## src/rtl/ddr_burst_serializer.sv

```systemverilog
module ddr_burst_serializer #(
  parameter int LANE_W = 8
) (
  input  logic                  clk,
  input  logic                  rst,
  input  logic                  launch,
  input  logic                  burst8,
  input  logic                  hi_off,
  input  logic [8*LANE_W-1:0]   core_word,
  output logic [LANE_W-1:0]     dq_lo,
  output logic                  dq_lo_oe,
  output logic                  dqs_lo,
  output logic                  dqs_lo_n,
  output logic                  dqs_lo_oe,
  output logic [LANE_W-1:0]     dq_hi,
  output logic                  dq_hi_oe,
  output logic                  dqs_hi,
  output logic                  dqs_hi_n,
  output logic                  dqs_hi_oe
);
  localparam int ITEM_W = 2 * LANE_W;
  localparam int WORD_W = 4 * ITEM_W;

  typedef enum logic [1:0] {S_IDLE, S_PRE, S_DATA, S_POST} st_t;

  st_t               st;
  logic [2:0]        idx;
  logic              pre_cnt;
  logic              bl8_q;
  logic [WORD_W-1:0] sh;
  logic [ITEM_W-1:0] item;

  wire last = (st == S_DATA) && (idx == {bl8_q, 2'b11});
  wire take = launch && ((st == S_IDLE) || (st == S_POST) || last);
  wire dv   = (st == S_DATA);
  wire sv   = (st != S_IDLE);
  wire lvl  = dv && !idx[0];
  wire hon  = !hi_off;

  assign item = sh[idx[1:0]*ITEM_W +: ITEM_W];

  assign dq_lo     = dv ? item[LANE_W-1:0] : '0;
  assign dq_lo_oe  = dv;
  assign dqs_lo    = lvl;
  assign dqs_lo_n  = !lvl;
  assign dqs_lo_oe = sv;

  assign dq_hi     = (dv && hon) ? item[ITEM_W-1:LANE_W] : '0;
  assign dq_hi_oe  = dv && hon;
  assign dqs_hi    = lvl && hon;
  assign dqs_hi_n  = !(lvl && hon);
  assign dqs_hi_oe = sv && hon;

  always_ff @(posedge clk) begin
    if (rst) begin
      st      <= S_IDLE;
      idx     <= '0;
      pre_cnt <= 1'b0;
      bl8_q   <= 1'b0;
      sh      <= '0;
    end else if (take) begin
      sh      <= core_word;
      bl8_q   <= burst8;
      idx     <= '0;
      pre_cnt <= 1'b0;
      st      <= last ? S_DATA : S_PRE;
    end else begin
      case (st)
        S_PRE: begin
          if (pre_cnt) st <= S_DATA;
          pre_cnt <= 1'b1;
        end
        S_DATA: begin
          if (last) st <= S_POST;
          else begin
            idx <= idx + 3'd1;
            if (idx == 3'd3) sh <= core_word;
          end
        end
        S_POST:  st <= S_IDLE;
        default: st <= S_IDLE;
      endcase
    end
  end

  p_pre_low_r2: assert property (@(posedge clk) disable iff (rst)
    (dqs_lo_oe && !dq_lo_oe) |-> !dqs_lo);

  p_data_after_pre_r2: assert property (@(posedge clk) disable iff (rst)
    $rose(dq_lo_oe) |-> $past(dqs_lo_oe));

  p_toggle_r4: assert property (@(posedge clk) disable iff (rst)
    (dq_lo_oe && $past(dq_lo_oe)) |-> (dqs_lo != $past(dqs_lo)));

  p_post_r6: assert property (@(posedge clk) disable iff (rst)
    $fell(dqs_lo_oe) |-> !$past(dq_lo_oe));

  p_hi_off_r8: assert property (@(posedge clk) disable iff (rst)
    hi_off |-> (!dq_hi_oe && !dqs_hi_oe && dq_hi == '0));

  p_post_follows_data_r6: assert property (@(posedge clk) disable iff (rst)
    (st == S_POST) |-> $past(st == S_DATA));
endmodule

```

## config.mk

```make
export PLATFORM = sky130hd
export DESIGN_NAME = ddr_burst_serializer
export DESIGN_NICKNAME = d
export VERILOG_FILES = /design/src/rtl/ddr_burst_serializer.sv
export SDC_FILE = /design/constraint.sdc
export NUM_CORES = 1
export LEC_CHECK = 0
export CAP_MARGIN = 20
export CORE_MARGIN = 4
export CORE_UTILIZATION = 40
export DETAILED_ROUTE_END_ITERATION = 16
export DONT_BUFFER_PORTS = 1
export GPL_ROUTABILITY_DRIVEN = 0
export PLACE_DENSITY = 0.62
export SLEW_MARGIN = 20
export SYNTH_ARGS = -nofsm -noshare
export SYNTH_HDL_FRONTEND = slang
export SYNTH_SLANG_ARGS = --single-unit
```

## constraint.sdc

```tcl
create_clock -name clk -period 2.9 [get_ports clk]
set_input_delay 0.145 -clock clk [delete_from_list [all_inputs] [get_ports clk]]
set_output_delay 0.145 -clock clk [all_outputs]
set_load 0.05 [all_outputs]
```

* Yosys cells after proc, flatten, opt, wreduce, memory -nomap -nowiden
Cells that the tools add are included.
** Operators by class
- $add $sub $neg :: 1
- $mul :: 0
- Div/mod/pow operators :: 0
- Order comparisons :: 0
- Eq/ne operators :: 8
- Shifts and indexed selects :: 1
- Mux-type cells :: 11
- Bitwise operators :: 1
- Reduce and logical (&&, ||, !) cells :: 20
** Operator list (count)
- two-way mux 64 bit :: 4
- indexed part select 64 x 7 -> 16 bit :: 1
- two-way mux 8 bit :: 2
- two-way mux 2 bit :: 4
- logical AND 1 bit :: 6
- inequality test 3 bit, second input constant :: 2
- nonzero test 2 bit :: 3
- equality test 2 bit, second input constant :: 2
- logical NOT 1 bit :: 4
- case mux 2 bit (2 select lines) :: 1
- AND reduction 2 bit :: 2
- adder 3 x 1 -> 3 bit, second input constant :: 1
- equality test 3 x 2 -> 1 bit, second input constant :: 1
- equality test 3 bit :: 1
- AND reduction 3 bit :: 1
- equality test 2 x 1 -> 1 bit, second input constant :: 1
- logical NOT 2 bit :: 1
- logical OR 1 bit :: 2
- inequality test 2 x 1 -> 1 bit, second input constant :: 1
- OR reduction 2 bit :: 1
- inverter 1 bit :: 1
** Storage, ports and cells
- Register bits after elaboration :: 71
- Bits in latches :: 0
- Bits in writable memories :: 0
- ROM bits :: 0
- Output and inout port bits :: 24
- Logic and storage cells :: 47
- Memories :: 0

* Logic depth before layout (Yosys ltp)
- Depth in word-level cells :: 6
- Depth in mapped cells :: 8

* Least setup slack after synthesis
Ideal clock, no wire load.
- Path type :: register -> output
- Start :: reg st[0]
- End :: out dqs_hi
- Arrival :: 2.108 ns
- Setup slack :: 0.647 ns
- Stages on the path, launching flop included :: 6
- Buffers on the path :: 0
- Cell sequence :: dfxtp_1 > inv_1 > ha_1 > nand2b_1 > or2_2 > inv_1
** Between the ends
- Longest elaborated chain between the ends :: 3
** RTL lines
- from (decl) :: line 26 : st_t st;
- from (signal assigned) :: line 66 : st <= last ? S_DATA : S_PRE;
- equality test 2 bit :: line 35 : wire dv = (st == S_DATA);
- named net dq_lo_oe :: line 11 : output logic dq_lo_oe,
- logical AND 1 bit :: line 37 : wire lvl = dv && !idx[0];
- logical AND 1 bit :: line 50 : assign dqs_hi = lvl && hon;
- to (decl) :: line 17 : output logic dqs_hi,
The timed path passes the listed nets, and every way through them passes these cells.

* Worst setup path after layout
- Start :: reg st[0]
- End :: reg sh[12]
** Between the ends
- Longest elaborated chain between the ends :: 6
- Elaborated cells on any way between the ends :: 12
- Those cells by class :: eq/ne: 3; mux: 1; reduce/logical: 8
** RTL lines
- equality test 2 bit, or another cell as far along :: line 34 : wire take = launch && ((st == S_IDLE) || (st == S_POST) || last);
- logical OR 1 bit or logical AND 1 bit (tied branches) :: line 34, 33
- logical OR 1 bit :: line 34
- logical AND 1 bit :: line 34
- inequality test 2 x 1 -> 1 bit (no line) or nonzero test 2 bit (tied branches)
- AND reduction 3 bit (no line)
- to (signal assigned) :: line 62 : sh <= core_word;
- to (signal assigned) :: line 77 : if (idx == 3'd3) sh <= core_word;
- to (decl) :: line 30 : logic [WORD_W-1:0] sh;
Parallel ways exist; a longest one is shown, timed or not.
A chain may end at the register's enable or synchronous reset.

==> results.ini <==
[clock_network]
cts_sinks = 71
tritoncts = done
clockRootBuffer = clkbuf_8
htree_num_levels = 3
clk_pin_slew_ps = 80
insertion_delay_ps = 340
clock_path_buffers = 2
cts_buffers = 9

[power_and_ir_drop]
swShare_pct = 32.2
powerDensity_mw_per_mm2 = 654
power_frac_seq_pct = 39.7
pwr-share-clk_pct = 27.5
intPower_mw = 2.13
vdd_drop_max_mv = 0.266
combPwrFrac_pct = 32.8
switchingPower_mw = 1.01
leakagePower_nw = 2.01

[critical_path]
cp.depth = 8
cpLargestDelayFamily = buffers and inverters
critPathBufInv = 3
cp-start-kind = flop
worst-endpoint-required_ps = 3180
reg2regPathDepth = 8
crit_type = reg -> reg
critPathArrivalTime_ps = 3010
path_cells = inv_1, ha_1, and2b_2, a41o_4, a31oi_4, clkbuf_16, mux2i_1, dlygate4sd3_1
crit_path_end_kind = flop
r2r_setup_slack_ps = 180
critical_path.max_fanout = 31
cp_slowest_cell = dlygate4sd3_1
cp_slowest_stage_delay_ps = 550

[route]
vias = 2658
via_per_inst = 4.76
dr.pass1.iters = 4
drc = 0
post_drt_wl_per_cell_um = 16.7
drt-initial-drc-count = 148
final_antenna_net_count = 0
drt-total-wl_um = 9340

[grt]
grt_pass1_vias = 2730
grt_overflow = 0
grt_max_degree = 70
grt.total_usage_pct = 16.7
grt_pass1_wl_um = 14700
grt_antenna_before_repair = 0

[timing]
fmax_mhz = 367
holdWs_ps = -7.80
fin_skew_ps = 12.2
setup_viol = 0
setup_slack_ps = 176
hold_violations = 1
worst_slew_pin_slew_ps = 888
maxSlewViolCount = 0
slew-limit-headroom_pct = 40.6
tns_ps = 0
fin_crit_sh_pct = 93.9
fin_crit_ps = 2720
rsz0062_at_grt = false

[run]
drv_cap = 0

[run_status]
outcome = complete, but fails checks
violations = hold timing

[die]
io_pins = 93
die-area_mm2 = 0.0113
die_y_um = 106
core_mm2 = 0.00933
fp.dieW_um = 106
start_util_pct = 41.4
row_count = 35

[synthesis]
ys_types = 25
syn_area_per_cell_um2 = 10.6
synth_area_mm2 = 0.00386
syn_inst = 364
yosysTopAreaCell = dfxtp_1
synth_top_area_share_pct = 36.8
async_flop_share_pct = 0
ys_ff_latch = 71
syn_nets = 438
synth_warnings = 0
synthTopCellsByArea = dfxtp_1, nand2b_1, mux2i_1
synthFlopType = dfxtp_1
synth_edf_count = 0
synth_seq_area_share_pct = 36.8

[cells_and_area]
area_delta_synth_final_pct = 24.1
instances_no_fill = 558
drive_gt1_share_pct = 11.7
fill_cells = 857
fin_nets = 499
antennaDiodeCount = 0

[worst_hold_path]
hold_class = in -> reg
hold-path-cell-count = 2

[place]
hpwlAfterDp_um = 5690
io_buffer_count = 0
dpl.cell_count = 480
post-place-ws_ps = 688

-- timing repair --
| item | in CTS | in global routing |
|---|---|---|
| endpoints found under the setup margin | 0 | 1 |
| hold buffers | 61 | 1 |
| endpoints found under the hold margin | 67 | 2 |
| setup buffers | 0 | 0 |
| resized for setup | 0 | 1 |
-- area by class of cell --
type / instances / area [um2] / share of cell area [%]
Timing Repair Buffer: 77 / 777 / 16.2
Tap cell: 129 / 161 / 3.37
Sequential cell: 71 / 1420 / 29.6
Clock buffer: 12 / 145 / 3.03
Inverter: 7 / 26.3 / 0.548
Clock inverter: 3 / 67.6 / 1.41
Multi-Input combinational cell: 259 / 2200 / 45.8
-- final timing paths --
| check | start | endpoint |
|---|---|---|
| worst min register to register | sh[20] | sh[20] |
| worst max register to register | st[0] | sh[12] |
| worst max-delay path | st[0] | sh[12] |
| worst min-delay path | rst | sh[37] |
-- sequential cells by signal (all words and copies together) (netlist names) --
| name | flops |
|---|---|
| st | 2 |
| pre_cnt | 1 |
| bl8_q | 1 |
| sh | 64 |
| idx | 3 |
-- layout by cell type (no fill, tap or decap), types with 2 or more instances in the layout --
cell type | netlist | layout
and2_1 | 8 | 8
nor2b_1 | 9 | 9
mux4_2 | 16 | 16
clkbuf_8 | 0 | 10
ha_1 | 5 | 5
nand2b_1 | 133 | 133
inv_1 | 7 | 7
dfxtp_1 | 71 | 71
bufinv_16 | 0 | 2
mux2i_1 | 68 | 68
nor3_1 | 3 | 3
buf_12 | 7 | 2
nor2_1 | 5 | 5
buf_4 | 0 | 12
clkbuf_1 | 17 | 2
dlygate4sd3_1 | 0 | 61
-- metal layers --
layer / global-route usage (%) / vias up / wire [um]
li1: - / 1332 / -
met1: 24.6 / 1245 / 4700
met5: 0 / - / 0
met2: 24.4 / 71 / 4100
met4: 5.55 / 0 / 106
met3: 3.16 / 10 / 439
-- worst reg2reg max path: cells and delay by family (launching register included) --
family	cells	cell delay, ps
flops	1	360
buf+inv	3	950
fa+ha+maj	1	290
mux	1	250
simple gates	1	230
compound gates	2	590
-- cells in the mapped netlist (3+ instances only) --
cell type and n:
nand2b_1 133, dfxtp_1 71, mux2i_1 68, clkbuf_1 17, mux4_2 16, nor2b_1 9
and2_1 8, buf_12 7, inv_1 7, ha_1 5, nor2_1 5, buf_2 3
nor3_1 3
-- power groups by stage --
stage	Clock, mW	Sequential (mW)	Combinational (mW)
2_1_floorplan	0	1.23	0.918
3_3_place_gp	0	1.26	0.911
3_5_place_dp	0	1.26	0.919
4_1_cts	0.877	1.24	1.01
5_1_grt	0.928	1.27	1.10
6_report	0.863	1.24	1.03
-- kinds of logic after synthesis --
logic type | Yosys count | synth area share [%]
flip-flops | 71 | 36.8
XOR/XNOR | 2 | 0.648
adder cells (fa/ha/maj) | 5 | 1.62
AO/OA/AOI/OAI | 6 | 1.88
buffers and inverters | 34 | 6.35
AND/OR/NAND/NOR | 162 | 25.8
multiplexers | 84 | 26.9
-- through the flow --
stage / power [mW] / instance area, um2 / hold WS, ps / utilization (%)
floorplan: 2.15 / 3860 / 292 / -
detailed placement: 2.18 / 3940 / 232 / 42.2
CTS: 3.13 / 4770 / 0.234 / 51.1
global placement: 2.17 / 3940 / 233 / 42.2
finish: 3.14 / 4800 / -7.80 / 51.4
global route: 3.30 / 4800 / 2.00 / 51.4
No activity file was read; power rests on OpenSTA's default activity.
